===== config.mk =====
export PLATFORM = sky130hd
export DESIGN_NAME = bkpt_unit
export DESIGN_NICKNAME = d
export VERILOG_FILES = /design/src/rtl/bkpt_pkg.sv /design/src/rtl/bkpt_regs.sv /design/src/rtl/bkpt_chan.sv /design/src/rtl/bkpt_seq.sv /design/src/rtl/bkpt_unit.sv
export SDC_FILE = /design/constraint.sdc
export NUM_CORES = 1
export LEC_CHECK = 0
export BUFFER_PORTS_ARGS = -buffer_cell sky130_fd_sc_hd__buf_2
export CORE_MARGIN = 2
export CORE_UTILIZATION = 63
export CTS_CLUSTER_SIZE = 8
export DETAILED_ROUTE_END_ITERATION = 8
export HOLD_SLACK_MARGIN = 0.08
export PLACE_DENSITY = 0.85
export SYNTH_ARGS = -nofsm -noshare
export SYNTH_HDL_FRONTEND = slang
export SYNTH_SLANG_ARGS = --single-unit

===== constraint.sdc =====
create_clock -name clk -period 4.8 [get_ports clk]
set_input_delay 0.48 -clock clk [delete_from_list [all_inputs] [get_ports clk]]
set_output_delay 0.48 -clock clk [all_outputs]
set_load 0.005 [all_outputs]

===== src/rtl/bkpt_pkg.sv =====
package bkpt_pkg;
  localparam int unsigned REG_IDX_W = 4;

  localparam logic [REG_IDX_W-1:0] IDX_A_ADDR  = 4'd0;
  localparam logic [REG_IDX_W-1:0] IDX_A_MASK  = 4'd1;
  localparam logic [REG_IDX_W-1:0] IDX_A_COND  = 4'd2;
  localparam logic [REG_IDX_W-1:0] IDX_B_ADDR  = 4'd3;
  localparam logic [REG_IDX_W-1:0] IDX_B_MASK  = 4'd4;
  localparam logic [REG_IDX_W-1:0] IDX_B_COND  = 4'd5;
  localparam logic [REG_IDX_W-1:0] IDX_B_DATA  = 4'd6;
  localparam logic [REG_IDX_W-1:0] IDX_B_DMASK = 4'd7;
  localparam logic [REG_IDX_W-1:0] IDX_CTRL    = 4'd8;
  localparam logic [REG_IDX_W-1:0] IDX_STAT    = 4'd9;

  typedef struct packed {
    logic       after;
    logic [1:0] size;
    logic [1:0] dir;
    logic [1:0] kind;
    logic [1:0] bus;
  } cond_t;

  localparam int unsigned COND_W = $bits(cond_t);

  function automatic logic cond_unprog(cond_t c);
    return (c.bus == 2'b00) || (c.kind == 2'b00) || (c.dir == 2'b00);
  endfunction
endpackage


===== src/rtl/bkpt_regs.sv =====
module bkpt_regs
  import bkpt_pkg::*;
#(
  parameter int unsigned RW = 32,
  parameter int unsigned AW = 32,
  parameter int unsigned DW = 32
) (
  input  logic                 clk,
  input  logic                 rst_n,
  input  logic                 we,
  input  logic [REG_IDX_W-1:0] idx,
  input  logic [RW-1:0]        wdata,
  output logic [AW-1:0]        ref_addr [2],
  output logic [AW-1:0]        addr_mask [2],
  output cond_t                cond [2],
  output logic [DW-1:0]        ref_data,
  output logic [DW-1:0]        data_mask,
  output logic                 seq_mode,
  output logic                 ctrl_wr,
  output logic                 stat_wr,
  output logic [1:0]           stat_keep
);
  assign ctrl_wr   = we && (idx == IDX_CTRL);
  assign stat_wr   = we && (idx == IDX_STAT);
  assign stat_keep = wdata[1:0];

  always_ff @(posedge clk or negedge rst_n) begin
    if (!rst_n) begin
      ref_addr[0]  <= '0;
      ref_addr[1]  <= '0;
      addr_mask[0] <= '0;
      addr_mask[1] <= '0;
      cond[0]      <= '0;
      cond[1]      <= '0;
      ref_data     <= '0;
      data_mask    <= '0;
      seq_mode     <= 1'b0;
    end else if (we) begin
      case (idx)
        IDX_A_ADDR:  ref_addr[0]  <= wdata[AW-1:0];
        IDX_A_MASK:  addr_mask[0] <= wdata[AW-1:0];
        IDX_A_COND:  cond[0]      <= cond_t'(wdata[COND_W-1:0]);
        IDX_B_ADDR:  ref_addr[1]  <= wdata[AW-1:0];
        IDX_B_MASK:  addr_mask[1] <= wdata[AW-1:0];
        IDX_B_COND:  cond[1]      <= cond_t'(wdata[COND_W-1:0]);
        IDX_B_DATA:  ref_data     <= wdata[DW-1:0];
        IDX_B_DMASK: data_mask    <= wdata[DW-1:0];
        IDX_CTRL:    seq_mode     <= wdata[0];
        default: ;
      endcase
    end
  end

  assert_ctrl_mode_R8: assert property (@(posedge clk) disable iff (!rst_n)
    ctrl_wr |=> (seq_mode == $past(wdata[0])));
endmodule


===== src/rtl/bkpt_chan.sv =====
module bkpt_chan
  import bkpt_pkg::*;
#(
  parameter int unsigned AW       = 32,
  parameter int unsigned DW       = 32,
  parameter bit          HAS_DATA = 1'b0
) (
  input  cond_t         cond,
  input  logic [AW-1:0] ref_addr,
  input  logic [AW-1:0] addr_mask,
  input  logic [DW-1:0] ref_data,
  input  logic [DW-1:0] data_mask,
  input  logic          bus_valid,
  input  logic          bus_sel,
  input  logic          bus_ifetch,
  input  logic          bus_write,
  input  logic [1:0]    bus_size,
  input  logic [AW-1:0] bus_addr,
  input  logic [DW-1:0] bus_data,
  output logic          hit,
  output logic          post
);
  logic addr_ok, bus_ok, kind_ok, dir_ok, size_ok, data_ok;

  assign addr_ok = ((bus_addr ^ ref_addr) & ~addr_mask) == '0;
  assign bus_ok  = cond.bus[bus_sel];
  assign kind_ok = cond.kind[bus_ifetch ? 1'b0 : 1'b1];
  assign dir_ok  = cond.dir[bus_write];
  assign size_ok = (cond.size == 2'd0) || (cond.size == bus_size);

  generate
    if (HAS_DATA) begin : g_data
      assign data_ok = ((bus_data ^ ref_data) & ~data_mask) == '0;
    end else begin : g_nodata
      logic unused_data;
      assign unused_data = ^{bus_data, ref_data, data_mask};
      assign data_ok     = 1'b1;
    end
  endgenerate

  assign hit  = bus_valid && addr_ok && bus_ok && kind_ok && dir_ok && size_ok && data_ok;
  assign post = cond.after && bus_ifetch;
endmodule


===== src/rtl/bkpt_seq.sv =====
module bkpt_seq (
  input  logic       clk,
  input  logic       rst_n,
  input  logic       seq_mode,
  input  logic       ctrl_wr,
  input  logic       stat_wr,
  input  logic [1:0] stat_keep,
  input  logic       hit_a,
  input  logic       post_a,
  input  logic       hit_b,
  input  logic       post_b,
  input  logic       insn_done,
  output logic       brk_req,
  output logic       flag_a,
  output logic       flag_b
);
  logic armed, pend;
  logic fire_a, fire_b, pre_now, post_set;

  assign fire_a   = hit_a && !seq_mode;
  assign fire_b   = hit_b && (!seq_mode || armed);
  assign pre_now  = (fire_a && !post_a) || (fire_b && !post_b);
  assign post_set = (fire_a && post_a) || (fire_b && post_b);
  assign brk_req  = pre_now || (pend && insn_done);

  always_ff @(posedge clk or negedge rst_n) begin
    if (!rst_n) begin
      armed  <= 1'b0;
      pend   <= 1'b0;
      flag_a <= 1'b0;
      flag_b <= 1'b0;
    end else begin
      pend <= post_set || (pend && !insn_done);
      if (ctrl_wr || !seq_mode || fire_b) armed <= 1'b0;
      else if (hit_a)                     armed <= 1'b1;
      flag_a <= hit_a || (flag_a && !(stat_wr && !stat_keep[0]));
      flag_b <= hit_b || (flag_b && !(stat_wr && !stat_keep[1]));
    end
  end

  assert_brk_source_R6: assert property (@(posedge clk) disable iff (!rst_n)
    brk_req |-> (hit_a || hit_b || insn_done));
  assert_unarmed_quiet_R7: assert property (@(posedge clk) disable iff (!rst_n)
    (seq_mode && !armed && !pend) |-> !brk_req);
  assert_disarm_R7: assert property (@(posedge clk) disable iff (!rst_n)
    (seq_mode && hit_b && armed) |=> !armed);
  assert_pre_same_cycle_R9: assert property (@(posedge clk) disable iff (!rst_n)
    (!seq_mode && hit_a && !post_a) |-> brk_req);
  assert_post_release_R10: assert property (@(posedge clk) disable iff (!rst_n)
    (pend && insn_done) |-> brk_req);
  assert_pend_drop_R10: assert property (@(posedge clk) disable iff (!rst_n)
    (pend && insn_done && !post_set) |=> !pend);
  assert_flag_set_R11: assert property (@(posedge clk) disable iff (!rst_n)
    (hit_a |=> flag_a) and (hit_b |=> flag_b));
endmodule


===== src/rtl/bkpt_unit.sv =====
module bkpt_unit
  import bkpt_pkg::*;
#(
  parameter int unsigned RW = 32,
  parameter int unsigned AW = 32,
  parameter int unsigned DW = 32
) (
  input  logic                 clk,
  input  logic                 rst_n,
  input  logic                 cfg_we,
  input  logic [REG_IDX_W-1:0] cfg_addr,
  input  logic [RW-1:0]        cfg_wdata,
  input  logic                 bus_valid,
  input  logic                 bus_sel,
  input  logic                 bus_ifetch,
  input  logic                 bus_write,
  input  logic [1:0]           bus_size,
  input  logic [AW-1:0]        bus_addr,
  input  logic [DW-1:0]        bus_data,
  input  logic                 insn_done,
  output logic                 brk_req,
  output logic                 hit_flag_a,
  output logic                 hit_flag_b
);
  localparam int unsigned NCH = 2;

  logic [AW-1:0] ref_addr  [NCH];
  logic [AW-1:0] addr_mask [NCH];
  cond_t         cond      [NCH];
  logic [DW-1:0] ref_data, data_mask;
  logic          seq_mode, ctrl_wr, stat_wr;
  logic [1:0]    stat_keep;
  logic [NCH-1:0] hit, post;

  bkpt_regs #(.RW(RW), .AW(AW), .DW(DW)) u_regs (
    .clk(clk), .rst_n(rst_n), .we(cfg_we), .idx(cfg_addr), .wdata(cfg_wdata),
    .ref_addr(ref_addr), .addr_mask(addr_mask), .cond(cond),
    .ref_data(ref_data), .data_mask(data_mask), .seq_mode(seq_mode),
    .ctrl_wr(ctrl_wr), .stat_wr(stat_wr), .stat_keep(stat_keep)
  );

  generate
    for (genvar i = 0; i < NCH; i++) begin : g_ch
      bkpt_chan #(.AW(AW), .DW(DW), .HAS_DATA(i == 1)) u_chan (
        .cond(cond[i]), .ref_addr(ref_addr[i]), .addr_mask(addr_mask[i]),
        .ref_data(ref_data), .data_mask(data_mask),
        .bus_valid(bus_valid), .bus_sel(bus_sel), .bus_ifetch(bus_ifetch),
        .bus_write(bus_write), .bus_size(bus_size), .bus_addr(bus_addr),
        .bus_data(bus_data), .hit(hit[i]), .post(post[i])
      );

      assert_unprog_silent_R4: assert property (@(posedge clk) disable iff (!rst_n)
        cond_unprog(cond[i]) |-> !hit[i]);
    end
  endgenerate

  bkpt_seq u_seq (
    .clk(clk), .rst_n(rst_n), .seq_mode(seq_mode), .ctrl_wr(ctrl_wr),
    .stat_wr(stat_wr), .stat_keep(stat_keep),
    .hit_a(hit[0]), .post_a(post[0]), .hit_b(hit[1]), .post_b(post[1]),
    .insn_done(insn_done), .brk_req(brk_req),
    .flag_a(hit_flag_a), .flag_b(hit_flag_b)
  );
endmodule


# Yosys cells after proc, flatten, opt, wreduce, memory -nomap -nowiden

Index checks and enable logic that the tools add are counted.

Output and inout port bits: 3
Flip-flop bits (word level): 215
Word-level logic and storage cells: 121
Input bits: 110

Magnitude comparators: 3
Muxes and demuxes: 15
Eq/ne operators: 11
Bitwise gates (word level): 9
Reduce and logical (&&, ||, !) cells: 62

Operators by type and width:

| operator                                                    | number |
|---|---|
| AND 32 bit                                                  | 3 |
| zero test 32 bit                                            | 3 |
| inverter 32 bit                                             | 3 |
| XOR 32 bit                                                  | 3 |
| logical AND 1 bit                                           | 27 |
| AND reduction 2 bit                                         | 9 |
| == test 4 x 3 -> 1 bit (second input constant)              | 4 |
| two-way mux 1 bit                                           | 15 |
| logical OR 1 bit                                            | 11 |
| == test 4 x 2 -> 1 bit (second input constant)              | 2 |
| == test 4 bit (second input constant)                       | 2 |
| zero test 1 bit                                             | 8 |
| less-than comparator 1 x 2 -> 1 bit (second input constant) | 3 |
| == test 2 bit                                               | 2 |
| == test 4 x 1 -> 1 bit (second input constant)              | 1 |
| zero test 2 bit                                             | 2 |
| zero test 4 bit                                             | 1 |
| nonzero test 2 bit                                          | 1 |

# Depth between registers and ports, before layout

Gate-level depths: netlist (run 1).

Depth in word-level cells: 13
Mapped depth: 6
Mapped depth without buffers: 6

# By module

A second synthesis (run 1) with hierarchy kept.

Cell total of the unflattened synthesis: 674
Area total of the unflattened synthesis: 9760.6 µm²

By module, submodules not included:

| module                      | sequential area each (µm²) | instances | cells each | area each (µm²) |
|---|---|---|---|---|
| bkpt_regs                   | 5280.1                     | 1         | 462        | 8086.5 |
| bkpt_chan at g_ch[1].u_chan | 0.0                        | 1         | 122        | 957.2 |
| bkpt_chan at g_ch[0].u_chan | 0.0                        | 1         | 69         | 505.5 |
| bkpt_seq                    | 100.1                      | 1         | 21         | 211.5 |

# Least setup slack after synthesis (run 1)

No wires, ideal clock.

Path kind: input-to-output
Start: input port bus_write
End: output port brk_req
Setup slack: 2.494 ns
Data arrival time: 1.826 ns
Buffers on the path: 0
Required time: 4.320 ns
Cell stages on the path: 6
Path through: mux2_2 > nand4_1 > or4_4 > nor4_4 > nand4_1 > nand3_1

Cells in the longest elaborated chain, start to end: 9
Elaborated cells between the ends (all ways): 15
Those cells by class: 4 x mux; 11 x reduce/logical

Ends and longest elaborated chain:

| item                                                  | RTL line        | RTL |
|---|---|---|
| from (decl)                                           | bkpt_unit.sv:16 | `input logic bus_write,` |
| two-way mux 1 bit (not written as such) (2 in series) | bkpt_chan.sv:28 | `assign dir_ok = cond.dir[bus_write];` |
| logical AND 1 bit (3 in series)                       | bkpt_chan.sv:41 | `assign hit = bus_valid && addr_ok && bus_ok && kind_ok && dir_ok && size_ok && data_ok;` |
| logical AND 1 bit                                     | bkpt_seq.sv:21  | `assign fire_b = hit_b && (!seq_mode \|\| armed);` |
| logical AND 1 bit                                     | bkpt_seq.sv:22  | `assign pre_now = (fire_a && !post_a) \|\| (fire_b && !post_b);` |
| logical OR 1 bit (*)                                  | bkpt_seq.sv:22  |  |
| logical OR 1 bit (*)                                  | bkpt_seq.sv:24  | `assign brk_req = pre_now \|\| (pend && insn_done);` |
| to (decl)                                             | bkpt_unit.sv:21 | `output logic brk_req,` |

Every way passes the cells marked *; elsewhere a longest branch is shown, timed or not. The select of a mux whose other input is x is not followed.

# Final worst setup path (run 1)

Start: register u_regs.ref_addr[13] in the netlist's numbering
End: output port brk_req

Cells in the longest elaborated chain, start to end: 13

Ends and longest elaborated chain:

| item                            | RTL line        | RTL |
|---|---|---|
| from (decl)                     | bkpt_regs.sv:13 | `output logic [AW-1:0] ref_addr [2],` |
| XOR 32 bit                      | bkpt_chan.sv:25 | `assign addr_ok = ((bus_addr ^ ref_addr) & ~addr_mask) == '0;` |
| AND 32 bit                      | bkpt_chan.sv:25 |  |
| zero test 32 bit                | bkpt_chan.sv:25 |  |
| logical AND 1 bit (6 in series) | bkpt_chan.sv:41 |  |
| logical AND 1 bit               | bkpt_seq.sv:21  |  |
| logical AND 1 bit               | bkpt_seq.sv:22  |  |
| logical OR 1 bit                | bkpt_seq.sv:22  |  |
| logical OR 1 bit                | bkpt_seq.sv:24  |  |

Every way passes these cells.

==> results of run 1 <==
cell type report:
| cell class | count | area [um2] | share of cell area [%] |
|---|---|---|---|
| Inverter | 2 | 7.51 | 0.0682 |
| Tap cell | 184 | 230 | 2.09 |
| Clock buffer | 31 | 754 | 6.85 |
| Clock inverter | 1 | 16.3 | 0.148 |
| Sequential cell | 215 | 5380 | 48.9 |
| Timing Repair Buffer | 120 | 629 | 5.72 |
| Multi-Input combinational cell | 432 | 3990 | 36.3 |
critical path: cells and delay by family (launching register included):
family	cells	cell delay, ns
AOI/OAI and AO/OA	1	0.17
xor gates and xnor gates	1	0.17
buffers and inverters	1	0.12
DFF	1	0.38
and+or+nand+nor	4	1.24
path summary, 6_finish.rpt:
kind                                                         end  slack, ns  cells past startpoint
worst min-delay path              u_regs.ref_addr[5]$_DFFE_PN0P_       0.11                      1
max in group asynchronous       u_regs.data_mask[26]$_DFFE_PN0P_       3.49                      2
worst max-delay path                                     brk_req       1.71                      7
min in group clk                  u_regs.ref_addr[9]$_DFFE_PN0P_       0.23                      2
worst max register to register           u_seq.armed$_DFFE_PN0P_       2.68                      6
worst min register to register        u_regs.cond[4]$_DFFE_PN0P_       0.48                      1
through the flow:
step,instances,cell area [um2],setup slack (ns)
after floorplan,672,9460,2.49
after global placement,953,10200,2.13
after detailed placement,953,10200,2.05
after CTS,985,11000,1.71
after global routing,985,11000,1.62
final,985,11000,1.71
report_power, final:
part	leakage (nW)	internal, mW	switching (mW)
logic	1.86	0.500	0.443
registers	2.64	2.23	0.261
clock network	0.378	1.09	0.703
per-layer routing:
layer | vias to the layer above | global-route usage (%) | wire [um] | share of wire, %
met2 | 212 | 48.4 | 11200 | 49
met4 | 2 | 9.57 | 560 | 2.5
met1 | 3186 | 39.9 | 9670 | 42
met5 | - | 0 | 13 | 0.057
met3 | 51 | 5.61 | 1360 | 6.0
li1 | 2667 | - | - | -
kinds of logic (layout without fill, tap and decap cells):
| group | Yosys count | after routing | share of synthesized area (%) |
|---|---|---|---|
| XOR/XNOR | 96 | 96 | 8.89 |
| buffers and inverters | 25 | 154 | 1.07 |
| AO/OA/AOI/OAI | 59 | 59 | 3.76 |
| AND/OR/NAND/NOR | 62 | 62 | 3.87 |
| flip-flops | 215 | 215 | 56.9 |
| multiplexers | 215 | 215 | 25.6 |
sequential cells by signal, indices dropped and copies added (netlist names):
name / count
u_regs.ref_addr: 64
u_seq.flag_a: 1
u_regs.ref_data: 32
u_regs.cond: 18
u_seq.pend: 1
u_regs.seq_mode: 1
u_regs.addr_mask: 64
u_regs.data_mask: 32
u_seq.flag_b: 1
u_seq.armed: 1
cells in the final DEF, fill, tap and decap left out, drive strengths merged:
cell / Yosys / final
or3: 1 / 1
nor2b: 2 / 2
and3: 2 / 2
buf: 16 / 119
nor4: 10 / 10
o211ai: 1 / 1
nand2b: 2 / 2
and4: 3 / 3
nand3: 4 / 4
mux2i: 2 / 2
o21ai: 6 / 6
nor2: 10 / 10
nand3b: 2 / 2
nand2: 14 / 14
a21oi: 6 / 6
clkinv: 0 / 1
or4: 2 / 2
dfrtp: 215 / 215
nor3b: 4 / 4
nand4b: 1 / 1
nand4bb: 1 / 1
o22ai: 46 / 46
nand4: 4 / 4
inv: 2 / 2
mux2: 213 / 213
clkbuf: 7 / 32
xnor2: 96 / 96
==> metrics.txt, run 1 <==
relative slew slack 21.2%; Max Clock Skew 0.00780 ns; Leak 4.89 nW; Vert. Die Dim 127 um; WP data required 4.32 ns; min Tclk post-route 3.09 ns; vias in the first global route 6668; CTS tree done; ant diodes 0; Final ANT Viol Nets 0; RSZ-0062 raised after global routing false; Num CTS Buffers 30; nets 911; DR vias 6118; ys flop type dfrtp_1; setup tns final 0 ns; Clock Pin Slew Worst Setup and Hold Paths 0.05 ns; Post-Syn Instances 672; dominant cells by area after synthesis dfrtp_1 57%, mux2_1 22%, xnor2_1 8.9%; CP max stage cell or4_4; aggregate routed wire length 22800 um; Clock Latency Late Sink 0.53 ns; asr flop ratio synth 100%; actual slew at the worst max-slew pin 1.18 ns; 1st-iter DRT viols 382; Synth Warn # 0; largest net degree at the start of global routing 131; Distinct cells, synth 30; Peak Freq 323 MHz; Tcrit/Tclk final 64.4%; synthesized net count 782; outcome finished clean; Critical Path Max Stage Delay 0.58 ns; gr ovfl total 0; critical path endpoint category primary output; Post-CTS Hold Fix Bufs 0; Port Buffers 112; htree depth 1; peak supply drop 332 uV; post-synthesis sequential area ratio 56.9%; # setup viols final 0; Setup Crit Path Kind register to primary output; Critical Path Start u_regs.ref_addr[13]$_DFFE_PN0P_; Filler Cells Inserted 852; Root Driver clkbuf_16; Worst Path Max Fanout 4; CP arrival 2.61 ns; tightest hold margin 0.113 ns; Avg WL per Cell 23.2 um; first-pass GRT wire length 36500 um; Mean Syn Cell Area 14.1 um2; final core occ 75.5%; First-pass DRT Iterations 5; maximum root-to-sink buffer count 3; die width 127 um; Yosys top cell area share 56.9%; die area 0.0160 mm2; FP Rows 44; Worst setup SP type register; I/O pin cnt 113; Starting Density 64.9%; most numerous cell in the Yosys netlist dfrtp_1; Core Region 0.0146 mm2; Yosys reg bits 215; GR Util All Layers 29.4%; hold crit path type primary input to asynchronous set/reset pin; synthesized area 0.00946 mm2; antenna violations before repair 1; share of layout cells above drive strength 1 23.3%; HPWL after DPL 15800 um; clk sinks 215; total power 5.23 mW; PwrDens 475 mW/mm2; Area Overhead vs Synth 16.4%; drt via density 6.21; critical-path cell list xnor2_1 -> o22ai_1 -> or4_4 -> nor4_4 -> nand4_1 -> nand3_1 -> buf_2; DRC 0; Final GP Congestion 0.836; Max Cap Viol 0; Post-synth top cells 215 x dfrtp_1, 181 x mux2_1, 96 x xnor2_1, 46 x o22ai_1, 32 x mux2_2; r2r startpoint u_regs.ref_addr[13]$_DFFE_PN0P_; EDFF count, synth 0; post_cts resized 0; largest area contributor in the synthesized netlist dfrtp_1; Max Slew Vio Count 0; post-CTS setup buffers 0; Final Hold Fails 0
Power figures use the tool's default switching activity.
==> run 2: changes to the inputs <==
CORE_UTILIZATION = 58   (was 63)
PLACE_DENSITY = 0.79   (was 0.85)
clock period = 2.9 ns   (was 4.8 ns; I/O delays follow)
==> metrics.txt, run 2 (same netlist as run 1, synthesis figures left out) <==
outcome finished clean (unchanged); CP arrival 2.51 ns (was 2.61 ns); die width 132 um (was 127 um); largest net degree at the start of global routing 72 (was 131); Worst setup SP type register (unchanged); Leak 5.03 nW (was 4.89 nW); Final GP Congestion 0.842 (was 0.836); vias in the first global route 6862 (was 6668); First-pass DRT Iterations 4 (was 5); commonest non-fill, non-tap cell in the layout dfrtp_1 (unchanged); hold crit path type primary input to register (was primary input to asynchronous set/reset pin); RSZ-0062 raised after global routing false (unchanged); FP Rows 46 (was 44); CP max stage cell or4_4 (unchanged); Vert. Die Dim 132 um (was 127 um); Starting Density 59.4% (was 64.9%); critical path depth in cells 7 (unchanged); antenna violations before repair 1 (unchanged); Avg WL per Cell 21.5 um (was 23.2 um); Max Cap Viol 0 (unchanged); setup tns final 0 ns (unchanged); final core occ 71.2% (was 75.5%); Core Region 0.0159 mm2 (was 0.0146 mm2); # setup viols final 0 (unchanged); WP data required 2.61 ns (was 4.32 ns); r2r setup slk 0.76 ns (was 2.68 ns); first-pass GRT wire length 36600 um (was 36500 um); Clock Latency Late Sink 0.53 ns (about the same); DR vias 6024 (was 6118); internal power 6.40 mW (was 3.82 mW); Max Slew Vio Count 0 (unchanged); clock share of power 34.5% (was 34.3%); Root Driver clkbuf_16 (unchanged); Final ANT Viol Nets 0 (unchanged); drt via density 5.75 (was 6.21); crit-path leading delay family simple AND/OR/NAND/NOR gates (unchanged); Worst Path Buf+Inv 1 (unchanged); Max Clock Skew 0.0178 ns (was 0.00780 ns); area of the multi-input gates 0.00400 mm2 (was 0.00399 mm2); Sequential Power Share 47.2% (was 47.7%); Sw Pwr 2.32 mW (was 1.41 mW); hold path depth 2; actual slew at the worst max-slew pin 0.567 ns (was 1.18 ns); Final Hold Fails 0 (unchanged); min Tclk post-route 2.80 ns; HPWL after DPL 15700 um (was 15800 um); htree depth 1 (unchanged); Reg area 0.00538 mm2 (unchanged); critical-path cell list xnor2_1 -> o22ai_1 -> or4_4 -> nor4_4 -> nand4_1 -> nand3_1 -> buf_2 (unchanged); Peak Freq 357 MHz; Port Buffers 112 (unchanged); PwrDens 768 mW/mm2 (was 475 mW/mm2); relative slew slack 62.2% (was 21.2%); top flop regs u_regs.addr_mask x64, u_regs.ref_addr x64 (unchanged); CTS tree done (unchanged); aggregate routed wire length 22500 um (was 22800 um); 1st-iter DRT viols 416 (was 382); critical path endpoint category primary output (unchanged); reg2reg path depth 7 (was 6); clk sinks 215 (unchanged); Sw Share 26.6% (was 26.9%); Area Overhead vs Synth 20.0% (was 16.4%); die area 0.0174 mm2 (was 0.0160 mm2); combinational share of power 18.2% (was 18.0%); pre-CTS WS 0.539 ns (was 2.05 ns); gr ovfl total 0 (unchanged); Critical Path Max Stage Delay 0.56 ns (was 0.58 ns); final worst slack 0.0975 ns (was 1.71 ns); I/O pin cnt 113 (unchanged); Num CTS Buffers 30 (unchanged); peak supply drop 592 uV (was 332 uV); Filler Cells Inserted 1103 (was 852); share of layout cells above drive strength 1 23.7% (was 23.3%); nets 940 (was 911); Worst Path Max Fanout 3 (was 4); commonest non-fill, non-tap cells in the layout 215 x dfrtp_1, 181 x mux2_1, 111 x buf_2 (unchanged); maximum root-to-sink buffer count 3 (unchanged); DRC 0 (unchanged); Setup Crit Path Kind register to primary output (unchanged); Tcrit/Tclk final 96.6%; Clock Pin Slew Worst Setup and Hold Paths 0.05 ns (about the same); GR Util All Layers 26.8% (was 29.4%)
-- run 2: power by group through the flow --
stage	combinational (mW)	sequential, mW	clock (mW)
global placement	1.48	4.09	0
CTS	1.59	4.11	3.04
global route	1.73	4.20	3.17
detailed placement	1.55	4.15	0
floorplan	1.04	4.03	0
finish	1.59	4.11	3.01
-- run 2: cell type report --
type | instances | share of cell area (%)
sequential | 215 | 47.4
multi-input combinational | 432 | 35.2
timing repair buffer | 149 | 8.04
clock buffer | 32 | 6.87
tap | 216 | 2.38
inverter | 2 | 0.0661
antenna | 1 | 0.0220
-- run 2: final timing paths --
check,startpoint,endpoint
max in group asynchronous,rst_n,u_regs.addr_mask[32]$_DFFE_PN0P_
hold reg to reg,u_regs.cond[2]$_DFFE_PN0P_,u_regs.cond[2]$_DFFE_PN0P_
setup / recovery,u_regs.ref_data[26]$_DFFE_PN0P_,brk_req
hold / removal,cfg_wdata[29],u_regs.addr_mask[61]$_DFFE_PN0P_
min in group asynchronous,rst_n,u_regs.ref_data[4]$_DFFE_PN0P_
setup reg to reg,u_regs.ref_data[26]$_DFFE_PN0P_,u_seq.armed$_DFFE_PN0P_
-- run 2: repair_timing --
item                                    in CTS  in global routing
hold buffers                                21                  0
endpoints found under the setup margin       0                  1
buffers inserted                             0                  2
endpoints found under the hold margin      149                  0
gates resized for setup                      0                  2
-- run 2: metal layers --
layer / vias to the layer above / global-route usage (%) / part of all wire, %
li1: 2724 / - / -
met1: 3103 / 34.9 / 42
met2: 157 / 47.7 / 51
met4: 0 / 6.82 / 2.3
met5: - / 0 / 0
met3: 40 / 3.58 / 4.5
-- run 2: metrics by stage --
stage               power, mW  area (um2)  std cells  hold slack, ns
CTS                      8.75       11300       1044          0.0825
finish                   8.71       11400       1047          0.0982
global placement         5.56       10300        991           0.326
detailed placement       5.70       10300        991           0.336
floorplan                5.07        9460        672        -0.00559
global route             9.09       11400       1047           0.104
==> run 3: changes to the inputs <==
SYNTH_HIERARCHICAL = 1   (was default)
==> metrics.txt, run 3 <==
DRC 0 (unchanged); antenna violations before repair 0 (was 1); Port Buffers 112 (unchanged); relative slew slack 49.5% (was 62.2%); Setup Crit Path Kind register to primary output (unchanged); Clock Pin Slew Worst Setup and Hold Paths 0.05 ns (about the same); Starting Density 59.1% (was 59.4%); synthesized area 0.00976 mm2 (was 0.00946 mm2); dominant cells by area after synthesis dfrtp_1 55%, mux2_2 20%, xnor2_1 8.5% (was dfrtp_1 57%, mux2_1 22%, xnor2_1 8.9%); Distinct cells, synth 43 (was 30); actual slew at the worst max-slew pin 0.757 ns (was 0.567 ns); peak supply drop 526 uV (was 592 uV); share of layout cells above drive strength 1 47.4% (was 23.7%); Worst Path Max Fanout 3 (unchanged); Worst setup SP type register (unchanged); Final Hold Fails 0 (unchanged); GR Util All Layers 26.9% (was 26.8%); Max Clock Skew 0.0162 ns (was 0.0178 ns); EDFF count, synth 0 (unchanged); outcome finished, violations left (was finished clean); failing checks negative setup slack; HPWL after DPL 15600 um (was 15700 um); hold crit path type primary input to register (unchanged); area of the multi-input gates 0.00427 mm2 (was 0.00400 mm2); drt via density 5.81 (was 5.75); Synth Warn # 6 (was 0); first-pass GRT wire length 36800 um (was 36600 um); final worst slack -0.113 ns (was 0.0975 ns); commonest non-fill, non-tap cells in the layout 215 x dfrtp_1, 175 x mux2_2, 111 x buf_2 (was 215 x dfrtp_1, 181 x mux2_1, 111 x buf_2); die width 134 um (was 132 um); min Tclk post-route 3.01 ns (was 2.80 ns); Clock Latency Late Sink 0.53 ns (about the same); Post-synth top cells 215 x dfrtp_1, 175 x mux2_2, 95 x xnor2_1, 38 x o22ai_1, 30 x mux2_4 (was 215 x dfrtp_1, 181 x mux2_1, 96 x xnor2_1, 46 x o22ai_1, 32 x mux2_2); internal power 6.59 mW (was 6.40 mW); RR Endpoint u_seq/pend$_DFF_PN0_ (was u_seq.armed$_DFFE_PN0P_); Post-Syn Instances 674 (was 672); combinational share of power 20.4% (was 18.2%); Vert. Die Dim 134 um (was 132 um); Sequential Power Share 46.2% (was 47.2%); Sw Share 26.4% (was 26.6%); htree depth 1 (unchanged); Non-Filler Cell Area, Final 0.0115 mm2 (was 0.0114 mm2); hold path startpoint cfg_wdata[29] (unchanged); Root Driver clkbuf_16 (unchanged); clk sinks 215 (unchanged); most numerous cell in the Yosys netlist dfrtp_1 (unchanged); largest area contributor in the synthesized netlist dfrtp_1 (unchanged); maximum root-to-sink buffer count 3 (unchanged); Final ANT Viol Nets 0 (unchanged); final core occ 69.7% (was 71.2%); 1st-iter DRT viols 377 (was 416); ant diodes 0 (was 1); placed instance area 0.0105 mm2 (was 0.0103 mm2); r2r startpoint u_regs/ref_data[20]$_DFFE_PN0P_ (was u_regs.ref_data[26]$_DFFE_PN0P_); DR vias 6028 (was 6024); I/O pin cnt 113 (unchanged); Mean Syn Cell Area 14.5 um2 (was 14.1 um2); Avg WL per Cell 22.3 um (was 21.5 um); gr ovfl total 0 (unchanged); critical path endpoint category primary output (unchanged); Tcrit/Tclk final 104% (was 96.6%); # setup viols final 1 (was 0); Reg area 0.00538 mm2 (unchanged); WP data required 2.61 ns (about the same); Yosys reg bits 215 (unchanged); reg2reg path depth 8 (was 7); clock share of power 33.4% (was 34.5%); post-synthesis sequential area ratio 55.1% (was 56.9%); Min-Delay Endpoint u_regs/addr_mask[29]$_DFFE_PN0P_ (was u_regs.addr_mask[61]$_DFFE_PN0P_); setup tns final -0.113 ns (was 0 ns); top flop regs u_regs/addr_mask x64, u_regs/ref_addr x64 (was u_regs.addr_mask x64, u_regs.ref_addr x64); CP arrival 2.72 ns (was 2.51 ns); CTS tree done (unchanged); Final GP Congestion 0.817 (was 0.842); asr flop ratio synth 100% (unchanged); nets 928 (was 940); commonest non-fill, non-tap cell in the layout dfrtp_1 (unchanged); Peak Freq 332 MHz (was 357 MHz); Sw Pwr 2.36 mW (was 2.32 mW); Max Cap Viol 0 (unchanged); largest net degree at the start of global routing 96 (was 72); vias in the first global route 6727 (was 6862); First-pass DRT Iterations 4 (unchanged); RSZ-0062 raised after global routing true (was false); ys flop type dfrtp_1 (unchanged); Core Region 0.0165 mm2 (was 0.0159 mm2); Leak 5.16 nW (was 5.03 nW); Num CTS Buffers 30 (unchanged); Filler Cells Inserted 1126 (was 1103); die area 0.0179 mm2 (was 0.0174 mm2); PwrDens 778 mW/mm2 (was 768 mW/mm2); Area Overhead vs Synth 17.9% (was 20.0%); FP Rows 47 (was 46); aggregate routed wire length 23100 um (was 22500 um); hold path depth 2 (unchanged); synthesized net count 784 (was 782); r2r setup slk 0.67 ns (was 0.76 ns); Max Slew Vio Count 0 (unchanged); Yosys top cell area share 55.1% (was 56.9%)
run 3: repair_timing:
item                                    in CTS  in global routing
buffers inserted                             1                  0
pin swaps                                   17                  4
endpoints found under the hold margin      119                  1
resized for setup                           14                  1
endpoints found under the setup margin       1                  1
hold buffers                                 9                  1
run 3: worst max-delay path: stages, from the launching register on:
cell and delay [ns]:
dfrtp_1 0.39, xnor2_1 0.16, o22a_1 0.19, o221ai_2 0.12, nor3_2 0.23, nand4_1 0.21
nor4_4 0.38, inv_1 0.12, o311ai_2 0.23, buf_2 0.16
run 3: worst max-delay path by stage:
stage | start | end | slack [ns] | cells past startpoint
global route | u_regs/ref_addr[62]$_DFFE_PN0P_ | brk_req | -0.22 | 9
finish | u_regs/ref_data[20]$_DFFE_PN0P_ | brk_req | -0.11 | 9
floorplan | u_regs/ref_addr[6]$_DFFE_PN0P_ | brk_req | 0.86 | 8
detailed placement | bus_addr[6] | brk_req | 0.27 | 10
CTS | u_regs/ref_addr[63]$_DFFE_PN0P_ | brk_req | -0.06 | 9
global placement | bus_addr[5] | brk_req | 0.32 | 10
run 3: power groups by stage:
stage	registers [mW]	logic, mW	clock network (mW)
after detailed placement	4.16	1.75	0
after CTS	4.13	1.83	3.03
after global routing	4.21	1.96	3.18
final	4.14	1.83	2.99
after global placement	4.10	1.68	0
after floorplan	4.04	1.25	0
run 3: kinds of logic (layout without fill, tap and decap cells):
kind of cell / after synthesis / count (layout) / synth area share, %
muxes: 216 / 216 / 26.0
DFF: 215 / 215 / 55.1
xor gates and xnor gates: 96 / 96 / 8.69
AOI/OAI and AO/OA: 64 / 64 / 4.50
and+or+nand+nor: 53 / 53 / 3.36
buffers and inverters: 30 / 174 / 2.31
run 3: routing by layer:
layer	global-route usage [%]	vias up	wire [um]	part of all wire, %
met2	45.0	177	11400	49
met3	4.79	46	1300	5.6
li1	-	2694	-	-
met1	36.2	3111	9820	42
met5	0	-	0	0
met4	7.86	0	574	2.5
run 3: per-stage QoR:
step | worst slack, ns | hold slack, ns | instances | power [mW]
floorplan | 0.858 | -0.00559 | 674 | 5.29
global placement | 0.321 | 0.413 | 995 | 5.78
detailed placement | 0.271 | 0.425 | 995 | 5.91
CTS | -0.0634 | 0.0808 | 1037 | 8.99
global route | -0.218 | 0.0931 | 1038 | 9.35
finish | -0.113 | 0.0933 | 1038 | 8.96
run 3: final cells by class:
class / count / area share (%)
inverter: 6 / 0.196
multi-input combinational: 429 / 37.1
clock buffer: 32 / 6.77
tap: 220 / 2.39
timing repair buffer: 136 / 6.84
sequential: 215 / 46.7
